$ cat config.mk
export PLATFORM = sky130hd
export DESIGN_NAME = irq_hub
export DESIGN_NICKNAME = d
export VERILOG_FILES = /design/src/rtl/irq_hub_pkg.sv /design/src/rtl/irq_pin_sync.sv /design/src/rtl/irq_sticky_bank.sv /design/src/rtl/irq_reg_port.sv /design/src/rtl/irq_hub.sv
export SDC_FILE = /design/constraint.sdc
export NUM_CORES = 1
export LEC_CHECK = 0
export ABC_AREA = 1
export BUFFER_PORTS_ARGS = -buffer_cell sky130_fd_sc_hd__buf_2
export CAP_MARGIN = 15
export CORE_ASPECT_RATIO = 1.1
export CORE_UTILIZATION = 37
export DETAILED_ROUTE_END_ITERATION = 8
export PLACE_DENSITY = 0.79
export SLEW_MARGIN = 20
export SYNTH_ARGS = -nofsm -noshare
export SYNTH_HDL_FRONTEND = slang
export SYNTH_SLANG_ARGS = --single-unit
$ cat constraint.sdc
create_clock -name clk -period 1.1 [get_ports clk]
set_input_delay 0.22 -clock clk [delete_from_list [all_inputs] [get_ports clk]]
set_output_delay 0.22 -clock clk [all_outputs]
set_load 0.05 [all_outputs]
$ cat src/rtl/irq_hub_pkg.sv
// Package: shared constants and types for the interrupt collector.
// Assumes four sources in a fixed order: index 0 codec done, 1 code step,
// 2 guest pin 0, 3 guest pin 1; source i lives at word bit FIELD_LSB + i.
package irq_hub_pkg;
    localparam int NUM_SRC    = 4;
    localparam int NUM_GUEST  = 2;
    localparam int DATA_W     = 32;
    localparam int FIELD_LSB  = 27;
    localparam int GLOBAL_BIT = 31;
    localparam int SRC_CODEC  = 0;
    localparam int SRC_STEP   = 1;
    localparam int SRC_GUEST0 = 2;

    typedef logic [NUM_SRC-1:0] src_vec_t;
    typedef logic [DATA_W-1:0]  word_t;
endpackage

$ cat src/rtl/irq_pin_sync.sv
// Module: synchronises one asynchronous pin and emits a one-cycle pulse on
// each rising edge seen after the synchroniser.
// Assumes the pin stays at each level for at least one clock period.
module irq_pin_sync #(
    parameter int STAGES = 2
) (
    input  logic clk,
    input  logic rst_n,
    input  logic pin_i,
    output logic rise_o
);
    logic [STAGES-1:0] sync_q;
    logic              prev_q;

    // Shift the pin through the synchroniser chain and keep the last value.
    always_ff @(posedge clk) begin
        if (!rst_n) begin
            sync_q <= '0;
            prev_q <= 1'b0;
        end else begin
            sync_q <= {sync_q[STAGES-2:0], pin_i};
            prev_q <= sync_q[STAGES-1];
        end
    end

    // Rising edge: synchronised level high now, low one cycle ago.
    always_comb begin
        rise_o = sync_q[STAGES-1] & ~prev_q;
    end
endmodule

$ cat src/rtl/irq_sticky_bank.sv
// Module: bank of sticky pending flags, write-one-to-clear with set priority.
// Assumes set_i pulses and clr_i is a one-cycle mask from a register write.
module irq_sticky_bank #(
    parameter int N = 4
) (
    input  logic         clk,
    input  logic         rst_n,
    input  logic [N-1:0] set_i,
    input  logic [N-1:0] clr_i,
    output logic [N-1:0] flag_o
);
    logic [N-1:0] flag_q;

    // Per-bit update: a set beats a clear that lands in the same cycle.
    for (genvar i = 0; i < N; i++) begin : g_flag
        always_ff @(posedge clk) begin
            if (!rst_n) begin
                flag_q[i] <= 1'b0;
            end else if (set_i[i]) begin
                flag_q[i] <= 1'b1;
            end else if (clr_i[i]) begin
                flag_q[i] <= 1'b0;
            end
        end
    end

    assign flag_o = flag_q;
endmodule

$ cat src/rtl/irq_reg_port.sv
// Module: register decode. Holds the enable word, turns status writes into
// clear masks and builds the read data.
// Assumes a single-cycle write strobe and a combinational read.
module irq_reg_port
    import irq_hub_pkg::*;
#(
    parameter int          ADDR_W   = 8,
    parameter logic [7:0]  STAT_OFS = 8'h3C,
    parameter logic [7:0]  EN_OFS   = 8'h40
) (
    input  logic              clk,
    input  logic              rst_n,
    input  logic              we_i,
    input  logic [ADDR_W-1:0] addr_i,
    input  word_t             wdata_i,
    input  src_vec_t          flag_i,
    output src_vec_t          clr_o,
    output src_vec_t          en_src_o,
    output logic              en_glob_o,
    output word_t             rdata_o
);
    localparam logic [ADDR_W-1:0] STAT_A = ADDR_W'(STAT_OFS);
    localparam logic [ADDR_W-1:0] EN_A   = ADDR_W'(EN_OFS);

    logic     hit_stat;
    logic     hit_en;
    src_vec_t en_src_q;
    logic     en_glob_q;
    src_vec_t wfield;
    logic     unused_wbits;

    assign hit_stat     = (addr_i == STAT_A);
    assign hit_en       = (addr_i == EN_A);
    assign wfield       = wdata_i[FIELD_LSB +: NUM_SRC];
    assign unused_wbits = ^{wdata_i[FIELD_LSB-1:0]};

    // Clear mask exists only for the cycle of a status write.
    always_comb begin
        clr_o = (we_i && hit_stat) ? wfield : '0;
    end

    // Enable word storage.
    always_ff @(posedge clk) begin
        if (!rst_n) begin
            en_src_q  <= '0;
            en_glob_q <= 1'b0;
        end else if (we_i && hit_en) begin
            en_src_q  <= wfield;
            en_glob_q <= wdata_i[GLOBAL_BIT];
        end
    end

    // Read mux; reserved bits and unmapped addresses read zero.
    always_comb begin
        rdata_o = '0;
        if (hit_stat) begin
            rdata_o[FIELD_LSB +: NUM_SRC] = flag_i;
        end else if (hit_en) begin
            rdata_o[FIELD_LSB +: NUM_SRC] = en_src_q;
            rdata_o[GLOBAL_BIT]           = en_glob_q;
        end
    end

    assign en_src_o  = en_src_q;
    assign en_glob_o = en_glob_q;
endmodule

$ cat src/rtl/irq_hub.sv
// Module: top of the interrupt collector. Synchronises the guest pins, merges
// them with the internal pulses into sticky flags, and drives a registered
// active-low shared interrupt line.
// Assumes the internal pulse inputs are synchronous to clk.
module irq_hub
    import irq_hub_pkg::*;
#(
    parameter int          ADDR_W      = 8,
    parameter logic [7:0]  STAT_OFS    = 8'h3C,
    parameter logic [7:0]  EN_OFS      = 8'h40,
    parameter int          SYNC_STAGES = 2
) (
    input  logic                 clk,
    input  logic                 rst_n,
    input  logic [NUM_GUEST-1:0] guest_pin_i,
    input  logic                 code_step_i,
    input  logic                 codec_done_i,
    input  logic                 reg_we_i,
    input  logic [ADDR_W-1:0]    reg_addr_i,
    input  logic [DATA_W-1:0]    reg_wdata_i,
    output logic [DATA_W-1:0]    reg_rdata_o,
    output logic                 irq_n_o
);
    logic [NUM_GUEST-1:0] guest_rise;
    src_vec_t             src_evt;
    src_vec_t             clr_mask;
    src_vec_t             stat_q;
    src_vec_t             en_src;
    logic                 en_glob;
    logic                 irq_n_q;

    // One synchroniser and edge detector per guest pin.
    for (genvar g = 0; g < NUM_GUEST; g++) begin : g_guest
        irq_pin_sync #(.STAGES(SYNC_STAGES)) u_sync (
            .clk    (clk),
            .rst_n  (rst_n),
            .pin_i  (guest_pin_i[g]),
            .rise_o (guest_rise[g])
        );
    end

    // Gather all source events into the fixed source order.
    always_comb begin
        src_evt                              = '0;
        src_evt[SRC_CODEC]                   = codec_done_i;
        src_evt[SRC_STEP]                    = code_step_i;
        src_evt[SRC_GUEST0 +: NUM_GUEST]     = guest_rise;
    end

    irq_sticky_bank #(.N(NUM_SRC)) u_bank (
        .clk    (clk),
        .rst_n  (rst_n),
        .set_i  (src_evt),
        .clr_i  (clr_mask),
        .flag_o (stat_q)
    );

    irq_reg_port #(
        .ADDR_W   (ADDR_W),
        .STAT_OFS (STAT_OFS),
        .EN_OFS   (EN_OFS)
    ) u_regs (
        .clk       (clk),
        .rst_n     (rst_n),
        .we_i      (reg_we_i),
        .addr_i    (reg_addr_i),
        .wdata_i   (reg_wdata_i),
        .flag_i    (stat_q),
        .clr_o     (clr_mask),
        .en_src_o  (en_src),
        .en_glob_o (en_glob),
        .rdata_o   (reg_rdata_o)
    );

    // Registered shared line: low while any enabled flag is pending.
    always_ff @(posedge clk) begin
        if (!rst_n) begin
            irq_n_q <= 1'b1;
        end else begin
            irq_n_q <= ~(en_glob & (|(stat_q & en_src)));
        end
    end

    assign irq_n_o = irq_n_q;
endmodule

==> results.sh <==
export IMPL_port_buffers=25
export IMPL_vias_per_cell=4.34
export IMPL_grt_first_pass_wirelength_um=2760
export IMPL_setup_viol=5
export IMPL_leakage_uw=0.000579
export IMPL_ir_drop_mv=0.836
export IMPL_path_cells="buf_6, nor2_4, nand2_2, nor2_4, clkinvlp_4, buf_6, o22ai_4, buf_6"
export IMPL_die_w_um=49.3
export IMPL_worst_path_most_repeated_cell="buf_6"
export IMPL_drive_above_1_share=0.327
export IMPL_cts_sinks=16
export IMPL_synth_compound_area_frac=0.0880
export IMPL_ys_types=14
export IMPL_nNetsFinal=210
export IMPL_globalplace_congestion=0.756
export IMPL_dp_hpwl_um=1330
export IMPL_grt_overflow=0
export IMPL_place_ws_ns=-0.437
export IMPL_synthMuxAreaShare=0
export IMPL_ctsHoldBuffers=0
export IMPL_cts_tree="built"
export IMPL_cpPeakStageDelay_ns=0.18
export IMPL_floorplan_initialDensity=0.400
export IMPL_clockPowerShare=0.292
export IMPL_p_int_uw=864
export IMPL_cap_violations=0
export IMPL_dpl_cell_count=185
export IMPL_status="complete, but fails checks"
export IMPL_htreeDepth=1
export IMPL_synthSimpleGateAreaFrac=0.227
export IMPL_final_cell_mix="conb_1, inv_1, nand2_1"
export IMPL_root_buffer="clkbuf_4"
export IMPL_area_growth_syn_to_layout_pct=35.6
export IMPL_synth_area_sq_um=910
export IMPL_synthAdderAreaFrac=0
export IMPL_hold_ws_ns=0.108
export IMPL_swShare=0.354
export IMPL_num_rows=18
export IMPL_layout_commonest_cell="conb_1"
export IMPL_fin_cells=192
export IMPL_fp_dieH_um=54.0
export IMPL_finClkSkew_ns=0.00448
export IMPL_drc=0
export IMPL_path_class="in2out"
export IMPL_grt_pass1_vias=629
export IMPL_critical_path_max_fanout=3
export IMPL_synth_seq_area_share=0.352
export IMPL_slowest_stage="buf_6"
export IMPL_netlist_instances=129
export IMPL_grt_max_degree=11
export IMPL_worst_slack_ns=-0.271
export IMPL_yosys_area_share_xor_xnor=0
export IMPL_numCtsBuffers=3
export IMPL_design_core_area_sq_um=2270
export IMPL_ant_nets=0
export IMPL_min_period_ns=1.37
export IMPL_rsz0062_at_grt="yes"
export IMPL_fin_setup_tns_ns=-1.30
export IMPL_crit_required_ns=0.88
export IMPL_critPathArrivalTime_ns=1.15
export IMPL_crit_path_end_kind="primary output"
export IMPL_seq_power_share=0.452
export IMPL_wl_per_cell_um=10.3
export IMPL_cp_buffers_inverters=4
export IMPL_ys_ff_latch=16
export IMPL_fillers=228
export IMPL_max_freq_ghz=0.729
export IMPL_synth_top_family_by_area="buffers and inverters"
export IMPL_io_pins=80
export IMPL_hold_viol=0
export IMPL_clkTransAtPathRegs_ns=0.09
export IMPL_grt_util_all_layers=0.143
export IMPL_failed_checks="setup timing"
export IMPL_cts_buffer_depth=2
export IMPL_routed_wl_um=1990
export IMPL_power_switching_uw=473
export IMPL_antenna_found_initial=0
export IMPL_die_area_sq_um=2660
export IMPL_comb_power_share=0.256
export IMPL_first_pass_iters=4
export IMPL_yosys_warnings=0
export IMPL_cp_top_family="buffers and inverters"
export IMPL_drt_iter0_markers=10
export IMPL_slew_violations=0
export IMPL_syn_area_per_cell_sq_um=7.05
export IMPL_vias=833
export IMPL_cellPowerDensity_nw_per_um2=1080
export IMPL_insertedDiodeCount=0
export IMPL_hold_path_class="in2reg"
export IMPL_cp_start_kind="input port"
export IMPL_period_share=1.25
export IMPL_clk_latency_ns=0.29
-- synth_stat cells --
master    number  share of area
conb_1         1         0.0041
nand4_1        3          0.021
nand3_1       11          0.061
inv_1         23          0.095
nand2_1       22          0.091
o211ai_1       1         0.0083
dfxtp_1       16           0.35
buf_2          2          0.011
nor2_4         1          0.012
o22ai_1        6          0.041
buf_4         27           0.22
or2_2          2          0.014
a21oi_1        7          0.039
nor2_1         7          0.029
-- per-layer routing --
layer | GRT usage | wire length [um] | vias up
li1 | - | - | 413
met1 | 0.147 | 748 | 376
met2 | 0.288 | 1110 | 42
met3 | 0.0424 | 116 | 2
met4 | 0.0294 | 7 | 0
met5 | 0 | 0 | -
-- metrics by stage --
step	power (uW)	util	cell area (sq um)
detailed placement	922	0.461	1050
global route	1390	0.542	1230
global placement	919	0.461	1050
CTS	1320	0.521	1180
finish	1340	0.542	1230
floorplan	946	-	1070
-- tightest hold or removal path, stage by stage --
cell     delay, ns
buf_2         0.07
nand2_1       0.04
inv_1         0.04
-- sequential cells by signal, indices dropped and copies added (netlist names) --
register	flops
u_bank.flag_o	4
g_guest.u_sync.prev_q	2
g_guest.u_sync.sync_q	4
irq_n_o	1
u_regs.en_glob_o	1
u_regs.en_src_o	4
-- kinds of logic (layout without fill, tap and decap cells) --
kind of cell | Yosys count | count (layout)
other | 1 | 27
and+or+nand+nor | 46 | 46
buffers and inverters | 52 | 59
AOI/OAI and AO/OA | 14 | 14
DFF | 16 | 16
-- power by group through the flow --
stage                     clock, uW  sequential (uW)  combinational [uW]
after detailed placement          0              618                 303
after global routing            424              607                 359
after floorplan                   0              616                 330
after CTS                       398              605                 320
after global placement            0              618                 301
final                           390              605                 342
-- final cells by class --
type                       count  area [sq um]  share of cell area
multi-input combinational     87           485               0.394
sequential                    16           320               0.260
timing repair buffer          32           264               0.214
inverter                      23          90.1              0.0730
tap                           30          37.5              0.0304
clock buffer                   4          36.3              0.0294
-- what timing repair did --
item	in CTS	in global routing
setup endpoints to repair	5	6
buffers inserted	3	0
resized for setup	22	14
pin swaps	6	8
-- path summary, 6_finish.rpt --
kind                                 endpoint  slack (ns)  cells after the start                        start
hold / removal    g_guest[1].u_sync.sync_q[0]        0.11                      3               guest_pin_i[1]
hold reg to reg   g_guest[0].u_sync.sync_q[1]        0.42                      2  g_guest[0].u_sync.sync_q[0]
setup reg to reg                      irq_n_o        0.28                      3           u_regs.en_src_o[0]
setup / recovery              reg_rdata_o[28]       -0.27                      8                reg_addr_i[0]
Power figures use the tool's default switching activity.
